===== src/rtl/irq_pkg.sv =====
package irq_pkg;
  localparam int LVL_W  = 4;
  localparam int PRIO_W = 3;
  localparam int DW     = 32;
  localparam int AW     = 3;
  localparam int STK_D  = 1 << LVL_W;

  localparam logic [AW-1:0] A_FLAG = 3'd0;
  localparam logic [AW-1:0] A_EN   = 3'd1;
  localparam logic [AW-1:0] A_PRIO = 3'd2;
  localparam logic [AW-1:0] A_TRAP = 3'd3;
  localparam logic [AW-1:0] A_CTRL = 3'd4;
  localparam logic [AW-1:0] A_DIS  = 3'd5;
  localparam logic [AW-1:0] A_LVL  = 3'd6;

  localparam logic [PRIO_W-1:0] PRIO_RST = 3'd4;
endpackage


===== src/rtl/irq_src_regs.sv =====
module irq_src_regs
  import irq_pkg::*;
#(
  parameter int N_SRC  = 8,
  parameter int N_TRAP = 4
) (
  input  logic                    clk_i,
  input  logic                    rst_ni,
  input  logic [N_SRC-1:0]        src_evt_i,
  input  logic [N_TRAP-1:0]       trap_evt_i,
  input  logic                    we_i,
  input  logic [AW-1:0]           addr_i,
  input  logic [DW-1:0]           wdata_i,
  output logic [N_SRC-1:0]        flag_o,
  output logic [N_SRC-1:0]        en_o,
  output logic [N_SRC*PRIO_W-1:0] prio_o,
  output logic [N_TRAP-1:0]       trap_o,
  output logic                    no_nest_o
);
  localparam int PW = N_SRC * PRIO_W;

  logic [N_SRC-1:0]  flag_q, en_q;
  logic [PW-1:0]     prio_q;
  logic [N_TRAP-1:0] trap_q;
  logic              nn_q;

  always_ff @(posedge clk_i or negedge rst_ni) begin
    if (!rst_ni) begin
      flag_q <= '0;
      en_q   <= '0;
      prio_q <= {N_SRC{PRIO_RST}};
      trap_q <= '0;
      nn_q   <= 1'b0;
    end else begin
      flag_q <= ((we_i && addr_i == A_FLAG) ? wdata_i[N_SRC-1:0] : flag_q) | src_evt_i;
      trap_q <= ((we_i && addr_i == A_TRAP) ? (trap_q & ~wdata_i[N_TRAP-1:0]) : trap_q)
                | trap_evt_i;
      if (we_i && addr_i == A_EN)   en_q   <= wdata_i[N_SRC-1:0];
      if (we_i && addr_i == A_PRIO) prio_q <= wdata_i[PW-1:0];
      if (we_i && addr_i == A_CTRL) nn_q   <= wdata_i[0];
    end
  end

  assign flag_o    = flag_q;
  assign en_o      = en_q;
  assign prio_o    = prio_q;
  assign trap_o    = trap_q;
  assign no_nest_o = nn_q;

  a_r7_flag_sticky: assert property (@(posedge clk_i) disable iff (!rst_ni)
    !(we_i && addr_i == A_FLAG) |=> ((flag_q & $past(flag_q)) == $past(flag_q)));
  a_r9_trap_sticky: assert property (@(posedge clk_i) disable iff (!rst_ni)
    !(we_i && addr_i == A_TRAP) |=> ((trap_q & $past(trap_q)) == $past(trap_q)));
endmodule


===== src/rtl/irq_dis_timer.sv =====
module irq_dis_timer #(
  parameter int CNT_W = 8
) (
  input  logic             clk_i,
  input  logic             rst_ni,
  input  logic             load_i,
  input  logic [CNT_W-1:0] load_val_i,
  output logic [CNT_W-1:0] cnt_o,
  output logic             active_o
);
  logic [CNT_W-1:0] cnt_q;

  always_ff @(posedge clk_i or negedge rst_ni) begin
    if (!rst_ni)              cnt_q <= '0;
    else if (load_i)          cnt_q <= load_val_i;
    else if (cnt_q != '0)     cnt_q <= cnt_q - 1'b1;
  end

  assign cnt_o    = cnt_q;
  assign active_o = (cnt_q != '0);

  a_r6_countdown: assert property (@(posedge clk_i) disable iff (!rst_ni)
    (active_o && !load_i) |=> (cnt_o == $past(cnt_o) - 1'b1));
  a_r6_reload: assert property (@(posedge clk_i) disable iff (!rst_ni)
    load_i |=> (cnt_o == $past(load_val_i)));
endmodule


===== src/rtl/irq_lvl_stack.sv =====
module irq_lvl_stack
  import irq_pkg::*;
(
  input  logic             clk_i,
  input  logic             rst_ni,
  input  logic             ack_i,
  input  logic [LVL_W-1:0] ack_lvl_i,
  input  logic             ret_i,
  input  logic             wr_i,
  input  logic [LVL_W-1:0] wr_lvl_i,
  output logic [LVL_W-1:0] cpu_lvl_o,
  output logic             nested_o
);
  localparam int SP_W = $clog2(STK_D);

  logic [LVL_W-1:0] stk_q [STK_D];
  logic [SP_W:0]    sp_q;
  logic [SP_W:0]    sp_dec;
  logic [LVL_W-1:0] lvl_q;

  assign sp_dec = sp_q - 1'b1;

  always_ff @(posedge clk_i or negedge rst_ni) begin
    if (!rst_ni) begin
      sp_q  <= '0;
      lvl_q <= '0;
      for (int i = 0; i < STK_D; i++) stk_q[i] <= '0;
    end else if (ack_i) begin
      if (sp_q < (SP_W+1)'(STK_D)) begin
        stk_q[sp_q[SP_W-1:0]] <= lvl_q;
        sp_q <= sp_q + 1'b1;
      end
      lvl_q <= ack_lvl_i;
    end else if (ret_i && sp_q != '0) begin
      lvl_q <= stk_q[sp_dec[SP_W-1:0]];
      sp_q  <= sp_dec;
    end else if (wr_i) begin
      lvl_q <= wr_lvl_i;
    end
  end

  assign cpu_lvl_o = lvl_q;
  assign nested_o  = (sp_q != '0);

  a_r10_ack_load: assert property (@(posedge clk_i) disable iff (!rst_ni)
    ack_i |=> (cpu_lvl_o == $past(ack_lvl_i)));
  a_r10_ack_nests: assert property (@(posedge clk_i) disable iff (!rst_ni)
    ack_i |=> nested_o);
endmodule


===== src/rtl/irq_arbiter.sv =====
module irq_arbiter
  import irq_pkg::*;
#(
  parameter int N_SRC  = 8,
  parameter int N_TRAP = 4,
  parameter int VEC_W  = 4
) (
  input  logic                    clk_i,
  input  logic                    rst_ni,
  input  logic [N_SRC-1:0]        flag_i,
  input  logic [N_SRC-1:0]        en_i,
  input  logic [N_SRC*PRIO_W-1:0] prio_i,
  input  logic [N_TRAP-1:0]       trap_i,
  input  logic [LVL_W-1:0]        cpu_lvl_i,
  input  logic                    dis_i,
  input  logic                    no_nest_i,
  input  logic                    nested_i,
  output logic                    req_o,
  output logic [VEC_W-1:0]        vec_o,
  output logic [LVL_W-1:0]        lvl_o
);
  logic              u_ok, t_ok, ok;
  logic [PRIO_W-1:0] p, u_p;
  logic [VEC_W-1:0]  u_v, t_v;
  logic [LVL_W-1:0]  t_l;

  always_comb begin
    u_ok = 1'b0; u_p = '0; u_v = '0; p = '0; ok = 1'b0;
    for (int i = 0; i < N_SRC; i++) begin
      p  = prio_i[i*PRIO_W +: PRIO_W];
      ok = flag_i[i] && en_i[i] && (p != '0) && ({1'b0, p} > cpu_lvl_i)
           && !(dis_i && p != 3'd7) && !(no_nest_i && nested_i);
      // strict compare keeps the lowest index on ties
      if (ok && (!u_ok || p > u_p)) begin
        u_ok = 1'b1;
        u_p  = p;
        u_v  = VEC_W'(N_TRAP + i);
      end
    end
    t_ok = 1'b0; t_l = '0; t_v = '0;
    for (int k = 0; k < N_TRAP; k++) begin
      if (trap_i[k] && LVL_W'(8 + k) > cpu_lvl_i) begin
        t_ok = 1'b1;
        t_l  = LVL_W'(8 + k);
        t_v  = VEC_W'(k);
      end
    end
    req_o = t_ok || u_ok;
    vec_o = t_ok ? t_v : u_v;
    lvl_o = t_ok ? t_l : {1'b0, u_p};
  end

  a_r2_above_lvl: assert property (@(posedge clk_i) disable iff (!rst_ni)
    req_o |-> (lvl_o > cpu_lvl_i));
  a_r5_lvl7_traps_only: assert property (@(posedge clk_i) disable iff (!rst_ni)
    (req_o && cpu_lvl_i >= 4'd7) |-> (lvl_o >= 4'd8));
  a_r6_dis_pass7: assert property (@(posedge clk_i) disable iff (!rst_ni)
    (req_o && dis_i && lvl_o < 4'd8) |-> (lvl_o == 4'd7));
  a_r4_trap_vec: assert property (@(posedge clk_i) disable iff (!rst_ni)
    (req_o && lvl_o >= 4'd8) |-> (vec_o < VEC_W'(N_TRAP)));
  a_r8_no_nest: assert property (@(posedge clk_i) disable iff (!rst_ni)
    (req_o && no_nest_i && nested_i) |-> (lvl_o >= 4'd8));
endmodule


===== src/rtl/irq_ctrl_top.sv =====
module irq_ctrl_top
  import irq_pkg::*;
#(
  parameter int N_SRC  = 8,
  parameter int N_TRAP = 4,
  parameter int CNT_W  = 8,
  localparam int VEC_W = $clog2(N_SRC + N_TRAP)
) (
  input  logic              clk_i,
  input  logic              rst_ni,
  input  logic [N_SRC-1:0]  src_evt_i,
  input  logic [N_TRAP-1:0] trap_evt_i,
  input  logic              reg_we_i,
  input  logic [AW-1:0]     reg_addr_i,
  input  logic [DW-1:0]     reg_wdata_i,
  output logic [DW-1:0]     reg_rdata_o,
  output logic              irq_req_o,
  output logic [VEC_W-1:0]  irq_vec_o,
  output logic [LVL_W-1:0]  irq_lvl_o,
  input  logic              irq_ack_i,
  input  logic              irq_ret_i,
  output logic [LVL_W-1:0]  cpu_lvl_o
);
  logic [N_SRC-1:0]        flag, en;
  logic [N_SRC*PRIO_W-1:0] prio;
  logic [N_TRAP-1:0]       trap;
  logic                    no_nest, nested, dis_on;
  logic [CNT_W-1:0]        dis_cnt;
  logic [LVL_W-1:0]        cpu_lvl;

  irq_src_regs #(.N_SRC(N_SRC), .N_TRAP(N_TRAP)) i_regs (
    .clk_i, .rst_ni, .src_evt_i, .trap_evt_i,
    .we_i(reg_we_i), .addr_i(reg_addr_i), .wdata_i(reg_wdata_i),
    .flag_o(flag), .en_o(en), .prio_o(prio), .trap_o(trap), .no_nest_o(no_nest)
  );

  irq_dis_timer #(.CNT_W(CNT_W)) i_timer (
    .clk_i, .rst_ni,
    .load_i(reg_we_i && reg_addr_i == A_DIS), .load_val_i(reg_wdata_i[CNT_W-1:0]),
    .cnt_o(dis_cnt), .active_o(dis_on)
  );

  irq_lvl_stack i_stack (
    .clk_i, .rst_ni,
    .ack_i(irq_ack_i && irq_req_o), .ack_lvl_i(irq_lvl_o),
    .ret_i(irq_ret_i),
    .wr_i(reg_we_i && reg_addr_i == A_LVL), .wr_lvl_i(reg_wdata_i[LVL_W-1:0]),
    .cpu_lvl_o(cpu_lvl), .nested_o(nested)
  );

  irq_arbiter #(.N_SRC(N_SRC), .N_TRAP(N_TRAP), .VEC_W(VEC_W)) i_arb (
    .clk_i, .rst_ni,
    .flag_i(flag), .en_i(en), .prio_i(prio), .trap_i(trap),
    .cpu_lvl_i(cpu_lvl), .dis_i(dis_on), .no_nest_i(no_nest), .nested_i(nested),
    .req_o(irq_req_o), .vec_o(irq_vec_o), .lvl_o(irq_lvl_o)
  );

  assign cpu_lvl_o = cpu_lvl;

  always_comb begin
    case (reg_addr_i)
      A_FLAG:  reg_rdata_o = DW'(flag);
      A_EN:    reg_rdata_o = DW'(en);
      A_PRIO:  reg_rdata_o = DW'(prio);
      A_TRAP:  reg_rdata_o = DW'(trap);
      A_CTRL:  reg_rdata_o = DW'(no_nest);
      A_DIS:   reg_rdata_o = DW'(dis_cnt);
      A_LVL:   reg_rdata_o = DW'(cpu_lvl);
      default: reg_rdata_o = '0;
    endcase
  end

  a_r10_ret_restores: assert property (@(posedge clk_i) disable iff (!rst_ni)
    (irq_ack_i && irq_req_o) ##1 (irq_ret_i && !(irq_ack_i && irq_req_o))
      |=> (cpu_lvl_o == $past(cpu_lvl_o, 2)));
endmodule


===== config.mk =====
export PLATFORM = sky130hd
export DESIGN_NAME = irq_ctrl_top
export DESIGN_NICKNAME = d
export VERILOG_FILES = /design/src/rtl/irq_pkg.sv /design/src/rtl/irq_src_regs.sv /design/src/rtl/irq_dis_timer.sv /design/src/rtl/irq_lvl_stack.sv /design/src/rtl/irq_arbiter.sv /design/src/rtl/irq_ctrl_top.sv
export SDC_FILE = /design/constraint.sdc
export NUM_CORES = 1
export LEC_CHECK = 0
export ABC_AREA = 1
export BUFFER_PORTS_ARGS = -buffer_cell sky130_fd_sc_hd__buf_4
export CAP_MARGIN = 20
export CORE_MARGIN = 2
export CORE_UTILIZATION = 50
export CTS_BUF_LIST = sky130_fd_sc_hd__clkbuf_2 sky130_fd_sc_hd__clkbuf_4 sky130_fd_sc_hd__clkbuf_8
export CTS_CLUSTER_DIAMETER = 50
export CTS_CLUSTER_SIZE = 10
export DETAILED_ROUTE_END_ITERATION = 8
export PLACE_DENSITY = 0.75
export SLEW_MARGIN = 10
export SYNTH_ARGS = -nofsm -noshare
export SYNTH_HDL_FRONTEND = slang
export SYNTH_SLANG_ARGS = --single-unit

===== constraint.sdc =====
create_clock -name clk_i -period 10.5 [get_ports clk_i]
set_input_delay 2.1 -clock clk_i [delete_from_list [all_inputs] [get_ports clk_i]]
set_output_delay 2.1 -clock clk_i [all_outputs]
set_load 0.01 [all_outputs]

After elaboration in Yosys (flattened, before gate mapping)
Index checks and enable logic that the tools add are counted.
- output and inout bits: 45
- input port bits: 52
- logic and storage cells: 235
- register bits: 126
- reduce and logical (&&, ||, !) cells: 110
- equality and inequality tests: 15
- magnitude comparators: 23
- mux-type cells: 54
- bitwise gates (word level): 6
- add/subtract/negate cells: 3
- operator list (operator ; count):
    $pmux W24 S7 ; 1
    $logic_and A1 B1 Y1 ; 70
    $mux W4 ; 17
    $bwmux W64 ; 1
    $mux W3 ; 12
    $gt A3 B4 Y1 ; 8
    $reduce_bool A3 Y1 ; 9
    $mux W8 ; 3
    $ne A3 B3 Y1 const B ; 8
    $gt A3 B3 Y1 ; 7
    $bmux W4 S4 ; 1
    $demux W4 S4 ; 1
    $gt A4 B4 Y1 const A ; 4
    $logic_not A1 Y1 ; 16
    $mux W5 ; 3
    $mux W1 ; 13
    $ge A5 B5 Y1 const B ; 2
    $not A4 Y5 ; 2
    $eq A3 B3 Y1 const B ; 3
    $logic_or A1 B1 Y1 ; 8
    $or A8 B8 Y8 ; 1
    $reduce_bool A8 Y1 ; 1
    $sub A8 B1 Y8 const B ; 1
    $eq A3 B2 Y1 const B ; 2
    14 further kinds ; 17

Longest topological paths before layout
- word-level depth: 38
- mapped depth: 76

By module
From an unflattened synthesis, not the netlist that was laid out.
- cell total of the unflattened synthesis: 1268
- area total of the unflattened synthesis: 9241.4 µm²
- modules (own cells, without submodules) (module ; instances ; cells each ; seq. area each (µm²) ; area each (µm²)):
    irq_lvl_stack ; 1 ; 514 ; 1826.8 ; 3907.5
    irq_arbiter ; 1 ; 339 ; 0.0 ; 2124.5
    irq_src_regs ; 1 ; 206 ; 1136.1 ; 1953.1
    irq_ctrl_top ; 1 ; 135 ; 0.0 ; 724.4
    irq_dis_timer ; 1 ; 74 ; 200.2 ; 531.8

Worst setup path before layout
Ideal clock, no wire load.
- path kind: flip-flop to output port
- start point: register i_stack.lvl_q[1], in the netlist i_stack.cpu_lvl_o[1]
- end point: output port irq_vec_o[2]
- setup slack: -0.409 ns
- arrival time: 8.809 ns
- stages on the path, launching flop included: 71
- buffers on the path: 2
- path through: dfrtp_1 -> inv_1 -> clkbuf_1 -> clkbuf_1 -> ha_1 -> nand3_1 -> nand3_1 -> nor2_2 -> nand3_2 -> inv_1 -> nand2_1 -> ha_1 -> nand2_1 -> o21ai_0 -> nand2_1 -> nand3_1 -> nand2_1 -> nand2_1 -> [... 35 more ...] -> nand2_1 -> ha_1 -> nand2_1 -> o21ai_0 -> nand2_1 -> nand2_1 -> nand2_1 -> inv_1 -> nand2_1 -> and2_1 -> ha_1 -> a21oi_1 -> o21ai_0 -> nand2_1 -> nand2_1 -> nand2_1 -> nand2_1 -> nor4_1
- word-level cells in the longest chain between the ends: 34
- ends and longest elaborated chain (item ; RTL line ; source):
    from (decl) ; irq_lvl_stack.sv:19 ; logic [LVL_W-1:0] lvl_q;
    from (signal assigned) ; irq_lvl_stack.sv:33 ; lvl_q <= ack_lvl_i;
    from (signal assigned) ; irq_lvl_stack.sv:35 ; lvl_q <= stk_q[sp_dec[SP_W-1:0]];
    from (signal assigned) ; irq_lvl_stack.sv:38 ; lvl_q <= wr_lvl_i;
    $gt A3 B4 Y1 ; irq_arbiter.sv:31 ; ok = flag_i[i] && en_i[i] && (p != '0) && ({1'b0, p} > cpu_lvl_i)
    $logic_and A1 B1 Y1 ; irq_arbiter.sv:31 ;
    $logic_and A1 B1 Y1 (2 in series) ; irq_arbiter.sv:32 ; && !(dis_i && p != 3'd7) && !(no_nest_i && nested_i);
    $mux W3 / $mux W1 (equally long branches) ; irq_arbiter.sv:34 ; if (ok && (!u_ok || p > u_p)) begin
    $gt A3 B3 Y1 / $logic_not A1 Y1 (equally long branches) ; irq_arbiter.sv:34 ;
    $logic_or A1 B1 Y1 ; irq_arbiter.sv:34 ;
    $logic_and A1 B1 Y1 ; irq_arbiter.sv:34 ;
    $mux W3 / $mux W1 (equally long branches) ; irq_arbiter.sv:34 ;
    [... 17 more ...] ; n/a ;
    $logic_or A1 B1 Y1 ; irq_arbiter.sv:34 ;
    $logic_and A1 B1 Y1 ; irq_arbiter.sv:34 ;
    $mux W3 / $mux W1 (equally long branches) ; irq_arbiter.sv:34 ;
    $gt A3 B3 Y1 / $logic_not A1 Y1 (equally long branches) ; irq_arbiter.sv:34 ;
    $logic_or A1 B1 Y1 ; irq_arbiter.sv:34 ;
    $logic_and A1 B1 Y1 ; irq_arbiter.sv:34 ;
    $mux W4 ; irq_arbiter.sv:34 ;
    $mux W4 (*) ; irq_arbiter.sv:49 ; vec_o = t_ok ? t_v : u_v;
    to (decl) ; irq_ctrl_top.sv:18 ; output logic [VEC_W-1:0] irq_vec_o,
Every way passes the cells marked *; elsewhere a longest branch is shown, timed or not.

Worst setup path after layout
- start point: register i_regs.prio_q[2], in the netlist i_regs.prio_o[2]
- end point: output port irq_lvl_o[1]
- word-level cells in the longest chain between the ends: 35
- ends and longest elaborated chain (item ; RTL line ; source):
    from (decl) ; irq_src_regs.sv:23 ; logic [PW-1:0] prio_q;
    from (signal assigned) ; irq_src_regs.sv:31 ; prio_q <= {N_SRC{PRIO_RST}};
    from (signal assigned) ; irq_src_regs.sv:39 ; if (we_i && addr_i == A_PRIO) prio_q <= wdata_i[PW-1:0];
    branches (longest 33 deep; another with $gt A3 B4 Y1) ; n/a ;
    $mux W3 (*) ; irq_arbiter.sv:34 ;
    $mux W4 (*) ; irq_arbiter.sv:50 ; lvl_o = t_ok ? t_l : {1'b0, u_p};
    to (decl) ; irq_ctrl_top.sv:19 ; output logic [LVL_W-1:0] irq_lvl_o,
Every way passes the cells marked *.

==> flow_metrics.py <==
metrics = {
    "worst_setup_path": {
        "critPathKind": "reg -> out",
        "r2r_cells": 71,
        "reg2reg_from": "i_regs.prio_o[2]",
        "crit_path_end_kind": "output pin",
        "cpMostUsedCell": "nand2_2",
        "cp_max_fo": 5,
        "ff2ff_setup_slack_ns": 1.44,
        "critPathRequiredTime_ns": 8.40,
        "critPathArrivalTime_ns": 9.17,
        "slowest_delay_ns": 0.57,
        "slowest_stage": "dfstp_2",
        "reg2reg_to": "i_stack.cpu_lvl_o[1]",
        "startpoint_type": "register",
    },
    "placement": {
        "gp_routability_congestion": 0.941,
        "io_buffer_count": 80,
        "dp_cells": 1422,
        "hpwl_mm": 16.1,
        "place_ws_ns": -0.547,
        "dpl_cell_area_um2": 9550,
    },
    "drt": {
        "drt_iter0_drc": 719,
        "wirelength_mm": 27.1,
        "viasPerCell": 5.74,
        "wire_per_inst_um": 18.1,
        "dr_total_vias": 8581,
        "drc_errors": 0,
        "ant_nets": 0,
        "first_pass_iters": 5,
    },
    "cells_and_area": {
        "layout.cells.non_filler": 1495,
        "antenna_cells": 0,
        "area_delta_synth_final_pct": 35.3,
        "drive_gt1_share_pct": 32.4,
        "finalInstanceArea_um2": 10900,
        "nNetsFinal": 1375,
        "finalCoreUtilization_pct": 69.1,
    },
    "synth": {
        "synthTopCellsByCount": "nand2_1, o21ai_0, dfrtp_1",
        "synth_area_leaders": "dfrtp_1, nand2_1, o21ai_0",
        "netlist_area_um2": 8080,
        "synth.avg_cell_area_um2": 7.66,
        "yosysTopAreaCell": "dfrtp_1",
        "synth.distinct_cells": 50,
        "ys_seq_area_share_pct": 39.1,
        "synth_ff_type": "dfrtp_1",
        "yosys_warnings": 0,
        "synth_cells": 1056,
        "synth.top_cell.area_share_pct": 36.5,
        "yosysMostFrequentCell": "nand2_1",
        "ys_async_sr_fraction_pct": 100,
        "synth_edf_count": 0,
        "ys_ff_latch": 126,
    },
    "clock_tree": {
        "cts_tree": "yes",
        "htreeDepth": 4,
        "cts_buffer_depth": 2,
        "clkTransAtPathRegs_ns": 0.07,
        "clock_latency_ns": 0.47,
        "cts_made_buffers": 17,
        "clock-sinks": 126,
        "ctsRootBufferMaster": "clkbuf_8",
    },
    "worst_hold_path": {
        "hold_path_class": "reg -> reg",
        "hold_path_end": "i_stack.stk_q[10]",
        "hold_depth": 2,
        "hold_start": "i_stack.stk_q[10]",
    },
    "global_routing": {
        "overflow": 0,
        "grt_pass1_vias": 8064,
        "grt_max_degree": 74,
        "antenna_found_initial": 0,
        "grt_pass1_wl_mm": 39.7,
        "grt_usage_pct": 28.7,
    },
    "sta": {
        "timing.final.ws_setup_ns": -0.766,
        "min_period_ns": 11.27,
        "setup_violations": 7,
        "maxSlewViolCount": 0,
        "worst_pin_slew_ns": 0.944,
        "maxSlewHeadroom_pct": 36.9,
        "fmaxAchievable_mhz": 88.8,
        "grt_setup_unrepaired": "yes",
        "hold_ws_ns": 0.484,
        "finalHoldViolCount": 0,
        "skew_ns": 0.0147,
        "finalCritPeriodShare_pct": 107,
    },
    "die": {
        "die_w_um": 131,
        "design.core.area_um2": 15800,
        "io_pins": 97,
        "fp-row-count": 46,
        "fp.dieH_um": 131,
        "die_area_um2": 17200,
        "initial_core_util_pct": 51.1,
    },
    "run_status": {
        "status": "finished, violations left",
        "failed_checks": "setup timing",
    },
    "job": {
        "cap_violations": 0,
    },
    "power": {
        "powerDensity_nw_per_um2": 243,
        "leakagePower_nw": 5.45,
        "max-vdd-ir-drop_mv": 0.132,
    },
}
-- critical path, delay by kind of cell (launching register included) --
| family | cells | cell delay (ns) |
|---|---|---|
| buf+inv | 7 | 0.75 |
| flops | 1 | 0.57 |
| simple gates | 40 | 3.50 |
| compound gates | 13 | 1.72 |
| fa+ha+maj | 8 | 2.14 |
-- metrics by stage --
stage	TNS [ns]	total power, mW
2_1_floorplan	0	1.60
3_3_place_gp	-2.52	2.02
3_5_place_dp	-3.42	2.05
4_1_cts	-0.311	2.54
5_1_grt	-7.38	2.84
6_report	-4.95	2.66
-- kinds of logic (layout without fill, tap and decap cells) --
group | Yosys count | count (layout) | synth area share, %
adder cells (fa/ha/maj) | 52 | 52 | 8.05
flip-flops | 126 | 126 | 39.1
buffers and inverters | 148 | 364 | 7.55
XOR/XNOR | 12 | 12 | 1.30
AO/OA/AOI/OAI | 270 | 270 | 19.0
other | 1 | 8 | 0.0464
AND/OR/NAND/NOR | 447 | 447 | 24.9
-- cell usage in the layout, fill, tap and decap left out, drive strengths merged, types with 2 or more instances in the layout --
cell type / count
a211o: 8
a21oi: 50
a221oi: 4
a31oi: 5
and2: 6
buf: 225
bufinv: 2
clkbuf: 21
clkinv: 6
clkinvlp: 2
conb: 8
dfrtp: 118
dfstp: 8
ha: 52
inv: 108
nand2: 227
nand3: 72
nand3b: 2
nand4: 3
nor2: 125
nor3: 8
o2111ai: 4
o211ai: 8
o21ai: 155
o21bai: 5
o221ai: 7
o22ai: 19
xnor2: 3
xor2: 9
-- cell type report --
| type | count | area, um2 |
|---|---|---|
| clock inverter | 6 | 88.8 |
| fill | 1168 | 4890 |
| inverter | 112 | 433 |
| clock buffer | 21 | 283 |
| multi-input combinational | 789 | 4980 |
| timing repair buffer | 225 | 1720 |
| tap | 216 | 270 |
| sequential | 126 | 3160 |
-- timing repair --
| item | CTS | global route |
|---|---|---|
| endpoints found under the setup margin | 7 | 7 |
| resized for setup | 95 | 65 |
| pin swaps | 31 | 37 |
| hold buffers | 0 | 0 |
| cloned | 0 | 0 |
| setup buffers | 37 | 9 |
-- power by group --
group          leakage [nW]  switching (mW)  internal [mW]
clock                 0.185           0.197          0.226
sequential             1.51           0.120          0.656
combinational          3.75           0.888          0.574
total                  5.45            1.20           1.46
-- worst max-delay path by stage --
stage | start | end | depth (start not counted)
global route | i_regs.prio_o[2] | irq_lvl_o[1] | 68
detailed placement | i_stack.cpu_lvl_o[1] | irq_lvl_o[1] | 72
global placement | i_stack.cpu_lvl_o[1] | irq_vec_o[2] | 70
finish | i_regs.prio_o[2] | irq_lvl_o[1] | 68
CTS | i_regs.prio_o[2] | irq_lvl_o[1] | 69
floorplan | i_stack.cpu_lvl_o[2] | irq_vec_o[1] | 71
-- per-layer routing --
layer | wire [um] | track usage, % | up-vias
met2 | 12900 | 47.6 | 458
met4 | 1810 | 15.2 | 0
met1 | 10500 | 35.0 | 4023
met5 | 0 | 0 | -
li1 | - | - | 3962
met3 | 1950 | 6.10 | 138
-- flip-flops by register name, indices dropped and copies added (netlist names) --
name / flops
i_stack.stk_q: 64
i_regs.prio_o: 24
i_regs.en_o: 8
i_regs.flag_o: 8
i_timer.cnt_o: 8
i_stack.sp_q: 5
i_regs.trap_o: 4
i_stack.cpu_lvl_o: 4
i_regs.no_nest_o: 1
No activity file was read; power rests on OpenSTA's default activity.
